===== src/rtl/i2cee_pkg.sv =====
package i2cee_pkg;

  typedef enum logic [3:0] {
    ST_IDLE,
    ST_DEV,
    ST_DEV_ACK,
    ST_WADDR,
    ST_WADDR_ACK,
    ST_WDATA,
    ST_WDATA_ACK,
    ST_RDATA,
    ST_RACK
  } tgt_state_e;

  localparam logic [3:0] DEV_PREFIX = 4'b1010;
  localparam int         BYTE_BITS  = 8;

endpackage


===== src/rtl/i2cee_line_sync.sv =====
module i2cee_line_sync #(
  parameter int STAGES = 2
) (
  input  logic clk,
  input  logic rst,
  input  logic scl_i,
  input  logic sda_i,
  output logic scl_lvl,
  output logic sda_lvl,
  output logic scl_rise,
  output logic scl_fall,
  output logic start_det,
  output logic stop_det
);

  logic [STAGES-1:0] scl_sr;
  logic [STAGES-1:0] sda_sr;
  logic              scl_now;
  logic              sda_now;
  logic              scl_d;
  logic              sda_d;

  assign scl_now = scl_sr[STAGES-1];
  assign sda_now = sda_sr[STAGES-1];
  assign scl_lvl = scl_d;
  assign sda_lvl = sda_now;

  always_ff @(posedge clk) begin
    if (rst) begin
      scl_sr    <= '1;
      sda_sr    <= '1;
      scl_d     <= 1'b1;
      sda_d     <= 1'b1;
      scl_rise  <= 1'b0;
      scl_fall  <= 1'b0;
      start_det <= 1'b0;
      stop_det  <= 1'b0;
    end else begin
      scl_sr    <= {scl_sr[STAGES-2:0], scl_i};
      sda_sr    <= {sda_sr[STAGES-2:0], sda_i};
      scl_d     <= scl_now;
      sda_d     <= sda_now;
      scl_rise  <= scl_now & ~scl_d;
      scl_fall  <= ~scl_now & scl_d;
      start_det <= scl_now & scl_d & sda_d & ~sda_now;
      stop_det  <= scl_now & scl_d & ~sda_d & sda_now;
    end
  end

  // An SCL edge and a start/stop cannot be reported in the same cycle.
  assert_edge_vs_cond_R2: assert property (@(posedge clk) disable iff (rst)
    (scl_rise || scl_fall) |-> !(start_det || stop_det));

endmodule


===== src/rtl/i2cee_store.sv =====
module i2cee_store #(
  parameter int AW = 7,
  parameter int DW = 8
) (
  input  logic          clk,
  input  logic          we,
  input  logic [AW-1:0] waddr,
  input  logic [DW-1:0] wdata,
  input  logic [AW-1:0] raddr,
  output logic [DW-1:0] rdata
);

  localparam int DEPTH = 1 << AW;

  logic [DW-1:0] mem [DEPTH];

  always_ff @(posedge clk) begin
    if (we) mem[waddr] <= wdata;
    rdata <= mem[raddr];
  end

endmodule


===== src/rtl/i2cee_page_buf.sv =====
module i2cee_page_buf #(
  parameter int PAGE_W = 3,
  parameter int DW     = 8
) (
  input  logic              clk,
  input  logic              rst,
  input  logic              clr,
  input  logic              wr,
  input  logic [PAGE_W-1:0] wofs,
  input  logic [DW-1:0]     wdata,
  input  logic [PAGE_W-1:0] rofs,
  output logic [DW-1:0]     rdata,
  output logic [(1<<PAGE_W)-1:0] valid
);

  localparam int ENTRIES = 1 << PAGE_W;

  logic [DW-1:0] slot [ENTRIES];

  for (genvar i = 0; i < ENTRIES; i++) begin : g_slot
    always_ff @(posedge clk) begin
      if (rst || clr) begin
        valid[i] <= 1'b0;
      end else if (wr && wofs == PAGE_W'(i)) begin
        valid[i] <= 1'b1;
      end
      if (wr && wofs == PAGE_W'(i)) slot[i] <= wdata;
    end
  end

  assign rdata = slot[rofs];

  // A discard/commit clear never coincides with loading a new byte.
  assert_clr_load_excl_R8: assert property (@(posedge clk) disable iff (rst)
    !(clr && wr));

endmodule


===== src/rtl/i2cee_target.sv =====
module i2cee_target #(
  parameter int MEM_AW      = 7,
  parameter int PAGE_W      = 3,
  parameter int TWR_CYCLES  = 400,
  parameter int SYNC_STAGES = 2
) (
  input  logic       clk,
  input  logic       rst,
  input  logic       scl_i,
  input  logic       sda_i,
  input  logic [2:0] strap_i,
  output logic       sda_oe_o,
  output logic       busy_o
);
  import i2cee_pkg::*;

  localparam int PAGE_BYTES = 1 << PAGE_W;
  localparam int TMR_W      = $clog2(TWR_CYCLES + 1);
  localparam logic [PAGE_W-1:0] LAST_OFS = PAGE_W'(PAGE_BYTES - 1);

  logic scl_lvl, sda_lvl, scl_rise, scl_fall, start_det, stop_det;

  i2cee_line_sync #(.STAGES(SYNC_STAGES)) u_sync (
    .clk(clk), .rst(rst), .scl_i(scl_i), .sda_i(sda_i),
    .scl_lvl(scl_lvl), .sda_lvl(sda_lvl), .scl_rise(scl_rise),
    .scl_fall(scl_fall), .start_det(start_det), .stop_det(stop_det)
  );

  tgt_state_e        state;
  logic [3:0]        bitcnt;
  logic [7:0]        shreg;
  logic [6:0]        txbits;
  logic              rw_bit;
  logic              host_ack;
  logic              oe_q;
  logic [MEM_AW-1:0] addr_ptr;
  logic              busy_q;
  logic [TMR_W-1:0]  tmr;
  logic              commit_act;
  logic [PAGE_W-1:0] commit_idx;

  logic [7:0]            rd_q;
  logic [7:0]            pb_rdata;
  logic [PAGE_BYTES-1:0] pb_valid;
  logic                  pb_wr, pb_clr, mem_we, commit_go, byte_done, dev_match;

  assign byte_done = scl_fall && (bitcnt == 4'd8);
  assign dev_match = (shreg[7:4] == DEV_PREFIX) && (shreg[3:1] == strap_i);
  assign pb_wr     = !busy_q && !stop_det && !start_det &&
                     (state == ST_WDATA) && byte_done;
  assign commit_go = !busy_q && stop_det && (|pb_valid) &&
                     ((state == ST_WDATA) || (state == ST_WDATA_ACK));
  assign pb_clr    = (commit_act && commit_idx == LAST_OFS) ||
                     (start_det && !busy_q);
  assign mem_we    = commit_act && pb_valid[commit_idx];

  i2cee_page_buf #(.PAGE_W(PAGE_W), .DW(8)) u_pbuf (
    .clk(clk), .rst(rst), .clr(pb_clr), .wr(pb_wr),
    .wofs(addr_ptr[PAGE_W-1:0]), .wdata(shreg),
    .rofs(commit_idx), .rdata(pb_rdata), .valid(pb_valid)
  );

  i2cee_store #(.AW(MEM_AW), .DW(8)) u_store (
    .clk(clk), .we(mem_we),
    .waddr({addr_ptr[MEM_AW-1:PAGE_W], commit_idx}), .wdata(pb_rdata),
    .raddr(addr_ptr), .rdata(rd_q)
  );

  // Self-timed write cycle: commit runs during the first PAGE_BYTES clocks.
  always_ff @(posedge clk) begin
    if (rst) begin
      busy_q     <= 1'b0;
      tmr        <= '0;
      commit_act <= 1'b0;
      commit_idx <= '0;
    end else if (busy_q) begin
      if (tmr == '0) busy_q <= 1'b0;
      else           tmr    <= tmr - 1'b1;
      if (commit_act) begin
        commit_idx <= commit_idx + 1'b1;
        if (commit_idx == LAST_OFS) commit_act <= 1'b0;
      end
    end else if (commit_go) begin
      busy_q     <= 1'b1;
      tmr        <= TMR_W'(TWR_CYCLES - 1);
      commit_act <= 1'b1;
      commit_idx <= '0;
    end
  end

  // Bus protocol engine.
  always_ff @(posedge clk) begin
    if (rst) begin
      state    <= ST_IDLE;
      bitcnt   <= '0;
      shreg    <= '0;
      txbits   <= '0;
      rw_bit   <= 1'b0;
      host_ack <= 1'b0;
      oe_q     <= 1'b0;
      addr_ptr <= '0;
    end else if (busy_q) begin
      state <= ST_IDLE;
      oe_q  <= 1'b0;
    end else if (stop_det) begin
      state <= ST_IDLE;
      oe_q  <= 1'b0;
    end else if (start_det) begin
      state  <= ST_DEV;
      bitcnt <= '0;
      oe_q   <= 1'b0;
    end else begin
      case (state)
        ST_DEV, ST_WADDR, ST_WDATA: begin
          if (scl_rise && bitcnt < 4'd8) begin
            shreg  <= {shreg[6:0], sda_lvl};
            bitcnt <= bitcnt + 1'b1;
          end
          if (byte_done) begin
            if (state == ST_DEV) begin
              if (dev_match) begin
                rw_bit <= shreg[0];
                oe_q   <= 1'b1;
                state  <= ST_DEV_ACK;
              end else begin
                state <= ST_IDLE;
              end
            end else if (state == ST_WADDR) begin
              addr_ptr <= shreg[MEM_AW-1:0];
              oe_q     <= 1'b1;
              state    <= ST_WADDR_ACK;
            end else begin
              addr_ptr <= {addr_ptr[MEM_AW-1:PAGE_W],
                           addr_ptr[PAGE_W-1:0] + 1'b1};
              oe_q     <= 1'b1;
              state    <= ST_WDATA_ACK;
            end
          end
        end
        ST_DEV_ACK: begin
          if (scl_fall) begin
            bitcnt <= '0;
            if (rw_bit) begin
              txbits   <= rd_q[6:0];
              oe_q     <= ~rd_q[7];
              addr_ptr <= addr_ptr + 1'b1;
              state    <= ST_RDATA;
            end else begin
              oe_q  <= 1'b0;
              state <= ST_WADDR;
            end
          end
        end
        ST_WADDR_ACK, ST_WDATA_ACK: begin
          if (scl_fall) begin
            oe_q   <= 1'b0;
            bitcnt <= '0;
            state  <= ST_WDATA;
          end
        end
        ST_RDATA: begin
          if (scl_rise && bitcnt < 4'd8) bitcnt <= bitcnt + 1'b1;
          if (scl_fall) begin
            if (bitcnt == 4'd8) begin
              oe_q   <= 1'b0;
              bitcnt <= '0;
              state  <= ST_RACK;
            end else begin
              oe_q   <= ~txbits[6];
              txbits <= {txbits[5:0], 1'b0};
            end
          end
        end
        ST_RACK: begin
          if (scl_rise) host_ack <= ~sda_lvl;
          if (scl_fall) begin
            if (host_ack) begin
              txbits   <= rd_q[6:0];
              oe_q     <= ~rd_q[7];
              addr_ptr <= addr_ptr + 1'b1;
              bitcnt   <= '0;
              state    <= ST_RDATA;
            end else begin
              state <= ST_IDLE;
            end
          end
        end
        default: begin
          oe_q <= 1'b0;
        end
      endcase
    end
  end

  assign sda_oe_o = oe_q;
  assign busy_o   = busy_q;

  assert_busy_silent_R7: assert property (@(posedge clk) disable iff (rst)
    busy_q |-> !oe_q);

  assert_drive_scl_low_R13: assert property (@(posedge clk) disable iff (rst)
    $rose(oe_q) |-> !scl_lvl);

  assert_commit_in_busy_R6: assert property (@(posedge clk) disable iff (rst)
    mem_we |-> busy_q);

  assert_stop_idle_R12: assert property (@(posedge clk) disable iff (rst)
    (stop_det && !busy_q) |=> (state == ST_IDLE) && !oe_q);

  assert_no_ack_mismatch_R3: assert property (@(posedge clk) disable iff (rst)
    (state == ST_DEV && byte_done && !dev_match && !busy_q && !stop_det &&
     !start_det) |=> !oe_q);

endmodule


===== config.mk =====
export PLATFORM = sky130hd
export DESIGN_NAME = i2cee_target
export DESIGN_NICKNAME = d
export VERILOG_FILES = /design/src/rtl/i2cee_pkg.sv /design/src/rtl/i2cee_line_sync.sv /design/src/rtl/i2cee_store.sv /design/src/rtl/i2cee_page_buf.sv /design/src/rtl/i2cee_target.sv
export SDC_FILE = /design/constraint.sdc
export NUM_CORES = 1
export LEC_CHECK = 0
export ABC_CLOCK_PERIOD_IN_PS = 2400
export BUFFER_PORTS_ARGS = -buffer_cell sky130_fd_sc_hd__buf_2
export CORE_MARGIN = 4
export CORE_UTILIZATION = 32
export CTS_CLUSTER_SIZE = 12
export DETAILED_ROUTE_END_ITERATION = 10
export HOLD_SLACK_MARGIN = 0.1
export SLEW_MARGIN = 20
export SYNTH_ARGS = -nofsm -noshare
export SYNTH_HDL_FRONTEND = slang
export SYNTH_SLANG_ARGS = --single-unit
export TNS_END_PERCENT = 20

===== constraint.sdc =====
create_clock -name clk -period 2.4 [get_ports clk]
set_input_delay 0.48 -clock clk [delete_from_list [all_inputs] [get_ports clk]]
set_output_delay 0.48 -clock clk [all_outputs]
set_load 0.02 [all_outputs]

==> results_dict.tcl, run 1 <==
set metrics [dict create \
    synth_edf_count 1088 \
    numCtsBuffers 115 \
    post-route-min-period_ns 2.43 \
    path_cells "buf_12, buf_12, buf_16, buf_12, mux4_2, a22o_1, a21oi_2, o2111ai_1, buf_4, nor4bb_1" \
    setup-violations-final 3 \
    yosysSeqAreaShare_pct 74.5 \
    cp_slowest_stage_delay_ns 0.54 \
    slowest_stage "mux4_2" \
    grt_use_total_pct 15.7 \
    dieHeight_microns 387 \
    layout.nets 2947 \
    portBuffers 8 \
    coreArea_sq_mm 0.142 \
    insertion_delay_ns 0.71 \
    syn-num-nets 2515 \
    rr_worst_depth 10 \
    critPathCaptureType "flop" \
    syn_to_final_growth_pct 20.6 \
    p_total_mw 38.7 \
    initial_core_util_pct 32.3 \
    setup_slack_ns -0.0349 \
    drive_gt1_share_pct 29.4 \
    root_buffer "clkbuf_16" \
    gp_congestion 0.831 \
    async_flop_share_pct 0 \
    ant_nets 0 \
    crit_start "addr_ptr[0]$_SDFFE_PP0P_" \
    cp.arrival_ns 3.01 \
    synth.distinct_cells 71 \
    dr.pass1.iters 7 \
    clock_sinks 1164 \
    avgSynthCellArea_sq_um 18.4 \
    synthTopCellsByArea "edfxtp_1, mux4_2, dfxtp_1, mux2i_1, nor2_1" \
    post-route-drc-count 0 \
    timing_worst_setup_path_type "reg -> reg" \
    reg2reg_slack_ns -0.03 \
    netlist_instances 2497 \
    status "complete, but fails checks" \
    cts_tree "done" \
    die-area_sq_mm 0.149 \
    tns_ns -0.0696 \
    crit_top_cell "buf_12" \
    clk_pin_slew_worst_paths_ns 0.06 \
    grt_first_pass_wirelength_microns 175000 \
    wire_per_inst_microns 24.6 \
    antenna_found_initial 0 \
    place_area_sq_mm 0.0514 \
    power.density_mw_per_mm2 700 \
    drt_wl_total_microns 120000 \
    hold_ws_ns 0.238 \
    tightest_slew_ns 0.704 \
    yosysWarnings 0 \
    ys_ff_latch 1164 \
    synth_top_area_share_pct 71.2 \
    vias_per_cell 5.11 \
    syn_area_sq_mm 0.0459 \
    grt_max_degree 129 \
    overflow 0 \
    ioPinCount 9 \
    synth-main-ff-cell "edfxtp_1" \
    final.setup_skew_ns 0.0266 \
    reg2reg_to "u_store.rdata[2]$_DFF_P_" \
    fin_crit_sh_pct 101 \
    cts_max_level 3 \
    max_freq_mhz 411 \
    hold_viol_final 0 \
    reg2reg_from "addr_ptr[0]$_SDFFE_PP0P_" \
    hold_path_class "in -> reg" \
    total_leakage_power_nw 17.8 \
    grt_pass1_vias 25000 \
    stdcell_area_sq_mm 0.0553 \
    required_ns 2.97 \
    slew_viol_final 0 \
    dp_hpwl_microns 76700 \
    vias 25000 \
    rows 138 \
    min-delay-start "rst" \
    drt_iter0_markers 2459 \
    rsz0062_at_grt "true" \
    failed_checks "negative setup slack" \
    yosysMostFrequentCell "edfxtp_1" \
    worstSetupStartpointType "flop" \
    crit_fanout 11 \
    cap_violations 0 \
    cp-endpoint "u_store.rdata[2]$_DFF_P_" \
    dieWidth_microns 387 \
    synth_top_area_cell "edfxtp_1" \
    ys_top_cells_by_count "edfxtp_1, mux4_2, nor2_1, mux2i_1, nand2_1" \
    ir_drop_mv 0.605 \
    clk_path_buf_depth 3 \
    maxSlewHeadroom_pct 53.1 \
]
==> critical path: cells and delay by family, from the launching register on <==
family | cells | cell delay (ns)
buffers and inverters | 5 | 0.71
and+or+nand+nor | 1 | 0.14
AOI/OAI and AO/OA | 3 | 0.50
muxes | 1 | 0.54
DFF | 1 | 0.38
==> layout by cell type, fill, tap and decap left out, drive strengths merged, types with 5 or more instances in the layout <==
master and count:
a2111oi 21, a211oi 25, a21o 9, a21oi 87, a221oi 5, a22o 19, a22oi 43, a311oi 9
a31oi 11, and2 11, and3 14, buf 453, clkbuf 169, clkinv 17, dfxtp 76, edfxtp 1088
ha 11, inv 17, mux2 18, mux2i 146, mux4 206, nand2 144, nand2b 14, nand3 30
nor2 194, nor2b 31, nor3 12, nor3b 6, nor4 14, o21ai 11, o22ai 10, o41ai 5
or2 9, xor2 10
==> what timing repair did <==
item	4_1_cts	5_1_grt
endpoints found under the hold margin	2	0
gates resized for setup	32	38
setup endpoints to repair	7	10
hold buffers	2	0
buffers inserted	9	11
pin swaps	3	6
==> area by class of cell <==
type / count / area (sq um)
fillers: 12800 / 86600
flip-flops and latches: 1164 / 34200
multi-input cells: 1179 / 11200
repair buffers: 455 / 4120
clock buffers: 169 / 3260
well taps: 1890 / 2360
clock inverters: 22 / 130
inverters: 14 / 52.6
diodes: 1 / 2.50
==> logic make-up after synthesis <==
family	count (synthesis)	share of synthesized area, %
mux	370	13.7
buf+inv	154	1.75
fa+ha+maj	11	0.300
compound gates	277	4.24
xor+xnor	14	0.267
flops	1164	74.5
simple gates	507	5.15
==> sequential cells by signal, summed over array words and instances, names as in the netlist, named ones only <==
register / count
commit_idx: 3
u_sync.sda_d: 1
u_store.rdata: 8
u_store.mem: 1024
u_sync.stop_det: 1
state: 4
u_sync.scl_rise: 1
rw_bit: 1
u_sync.scl_sr: 2
busy_o: 1
txbits: 7
u_sync.scl_lvl: 1
tmr: 9
commit_act: 1
u_pbuf.valid: 8
u_sync.scl_fall: 1
shreg: 8
u_pbuf.slot: 64
u_sync.start_det: 1
host_ack: 1
bitcnt: 4
sda_oe_o: 1
u_sync.sda_sr: 2
addr_ptr: 7
==> metal layers <==
| metal | vias to the layer above | wire length (microns) | track usage (%) |
|---|---|---|---|
| li1 | 10900 | - | - |
| met5 | - | 0 | 0 |
| met3 | 200 | 9960 | 3.73 |
| met4 | 0 | 3470 | 4.22 |
| met1 | 12900 | 51600 | 22.1 |
| met2 | 1020 | 55300 | 24.6 |
==> per-stage QoR <==
stage                     utilization, %  setup slack [ns]  instances
after floorplan                        -            0.0722       2497
after global placement              36.2            -0.914       4679
after detailed placement            36.2            -0.555       4680
after CTS                           38.8           -0.0300       4882
after global routing                39.0            -0.116       4893
final                               39.0           -0.0349       4894
==> where the power goes <==
group,switching (mW),total (mW),internal (mW)
sequential,0.0116,21.9,21.8
combinational,0.105,0.186,0.0816
clock,7.30,16.7,9.38
total,7.42,38.7,31.3
==> how the worst min path moves through the flow <==
stage                                        to  cells past startpoint  slack, ns
floorplan            u_sync.stop_det$_SDFF_PP0_                      1       0.39
global placement     u_sync.stop_det$_SDFF_PP0_                      1       0.40
detailed placement  u_sync.sda_sr[1]$_SDFF_PP1_                      1       0.40
CTS                       shreg[7]$_SDFFE_PP0P_                      2       0.17
global route              shreg[7]$_SDFFE_PP0P_                      2       0.25
finish                    shreg[7]$_SDFFE_PP0P_                      2       0.24
Power figures use the tool's default switching activity.
==> inputs of run 2 (changes only) <==
--- a/config.mk
+++ b/config.mk
@@ -7,7 +7,7 @@
 export LEC_CHECK = 0
 export ABC_CLOCK_PERIOD_IN_PS = 2400
 export BUFFER_PORTS_ARGS = -buffer_cell sky130_fd_sc_hd__buf_2
-export CORE_MARGIN = 4
+export CORE_MARGIN = 5
 export CORE_UTILIZATION = 32
 export CTS_CLUSTER_SIZE = 12
 export DETAILED_ROUTE_END_ITERATION = 10
==> results_dict.tcl, run 2 (synthesized netlist as in run 1, its figures left out) <==
set metrics [dict create \
    vias 25400 \
    setup-violations-final 3 \
    timing_worst_setup_path_type "reg -> reg" \
    hold_ws_ns 0.240 \
    cp.arrival_ns 3.02 \
    final.setup_skew_ns 0.0536 \
    hold_end "bitcnt[1]$_SDFFE_PP0P_" \
    dp_slack_ns -0.537 \
    reg2reg_slack_ns -0.02 \
    syn_to_final_growth_pct 22.5 \
    min-delay-start "rst" \
    drt_wl_total_microns 122000 \
    coreArea_sq_mm 0.143 \
    gp_congestion 0.839 \
    dr.pass1.iters 5 \
    vias_per_cell 5.15 \
    final_cell_mix "edfxtp_1, buf_4, mux4_2" \
    instances_no_fill 4925 \
    failed_checks "negative setup slack" \
    grt_max_degree 129 \
    placed_cells 4684 \
    clk_path_buf_depth 3 \
    drt_iter0_markers 2666 \
    required_ns 3.00 \
    cap_violations 0 \
    initial_core_util_pct 32.1 \
    numCtsBuffers 117 \
    grt_first_pass_wirelength_microns 176000 \
    layout.nets 2953 \
    critPathCaptureType "flop" \
    rr_worst_depth 11 \
    dieWidth_microns 389 \
    post-route-drc-count 0 \
    insertion_delay_ns 0.73 \
    power.density_mw_per_mm2 694 \
    clk_pin_slew_worst_paths_ns 0.06 \
    worstSetupStartpointType "flop" \
    final_common_cell "edfxtp_1" \
    hold_path_class "in -> reg" \
    reg_top3 "u_store.mem x1024, u_pbuf.slot x64, tmr x9" \
    drive_gt1_share_pct 30.9 \
    ir_drop_mv 0.606 \
    clock_sinks 1164 \
    cts_max_level 3 \
    p_total_mw 39.0 \
    maxSlewHeadroom_pct 45.1 \
    reg2reg_to "u_store.rdata[0]$_DFF_P_" \
    root_buffer "clkbuf_16" \
    post-route-min-period_ns 2.42 \
    setup_slack_ns -0.0216 \
    ioPinCount 9 \
    hold_depth 2 \
    slew_viol_final 0 \
    fin_crit_sh_pct 101 \
    status "complete, but fails checks" \
    portBuffers 8 \
    largest_reg_flops 1024 \
    dieHeight_microns 389 \
    ant_nets 0 \
    overflow 0 \
    crit_fanout 9 \
    die-area_sq_mm 0.151 \
    hold_viol_final 0 \
    antenna_found_initial 1 \
    max_freq_mhz 413 \
    cts_tree "done" \
    dp_hpwl_microns 75800 \
    tns_ns -0.0374 \
    grt_pass1_vias 25000 \
    total_leakage_power_nw 18.0 \
    regMostFlops "u_store.mem" \
    rows 139 \
    grt_use_total_pct 15.7 \
    tightest_slew_ns 0.823 \
    reg2reg_from "addr_ptr[0]$_SDFFE_PP0P_" \
    wire_per_inst_microns 24.7 \
    rsz0062_at_grt "true" \
]
run 2: changes by cell type in the layout (fill, tap and decap cells not counted), moves of 6 or more:
cell / change
buf_4: -16
buf_16: +9
clkinv_2: +8
a22oi_1: -6
a22oi_2: +6
run 2: worst max-delay path, stage by stage, from the launching register on:
cell	delay [ns]
dfxtp_4	0.37
buf_12	0.14
buf_6	0.12
buf_16	0.14
nor2_4	0.15
buf_12	0.20
buf_6	0.18
buf_12	0.11
a22oi_1	0.14
and3_1	0.26
a2111oi_4	0.38
nor4_1	0.09
run 2: power breakdown:
part	internal, mW	switching (mW)
combinational	0.0888	0.111
sequential	21.8	0.0105
clock	9.41	7.55
run 2: per-layer routing:
metal | GRT usage [%] | up-vias | routed length, microns
li1 | - | 10900 | -
met1 | 22.7 | 13300 | 53000
met2 | 24.7 | 969 | 56900
met3 | 2.48 | 185 | 8580
met4 | 4.08 | 0 | 3170
met5 | 0 | - | 0
run 2: metrics by stage:
| step | util (%) | area [sq um] |
|---|---|---|
| CTS | 39.1 | 55900 |
| global placement | 35.9 | 51400 |
| detailed placement | 35.9 | 51400 |
| floorplan | - | 45900 |
| finish | 39.3 | 56200 |
| global route | 39.3 | 56200 |
run 2: worst max-delay path by stage:
stage	cells after the start	from	end	slack, ns
after floorplan	4	flop	u_store.mem[0][5]$_DFFE_PP_	0.07
after global placement	7	addr_ptr[0]$_SDFFE_PP0P_	u_store.rdata[7]$_DFF_P_	-0.57
after detailed placement	7	addr_ptr[0]$_SDFFE_PP0P_	u_store.rdata[7]$_DFF_P_	-0.54
after CTS	12	addr_ptr[0]$_SDFFE_PP0P_	u_store.rdata[1]$_DFF_P_	-0.02
after global routing	9	addr_ptr[0]$_SDFFE_PP0P_	u_store.rdata[6]$_DFF_P_	-0.06
final	11	addr_ptr[0]$_SDFFE_PP0P_	u_store.rdata[0]$_DFF_P_	-0.02
run 2: cell type report:
class,instances,area [sq um]
clock buffers,171,3270
fillers,12900,86800
diodes,1,2.50
well taps,1903,2380
multi-input cells,1179,11500
flip-flops and latches,1164,34200
repair buffers,459,4490
inverters,14,52.6
clock inverters,34,268
run 2: what timing repair did:
item,CTS,global route
setup endpoints to repair,8,8
pin swaps,14,16
gates resized for setup,108,40
buffers inserted,19,5
gates cloned,8,1
hold endpoints to repair,2,0
hold buffers,2,0
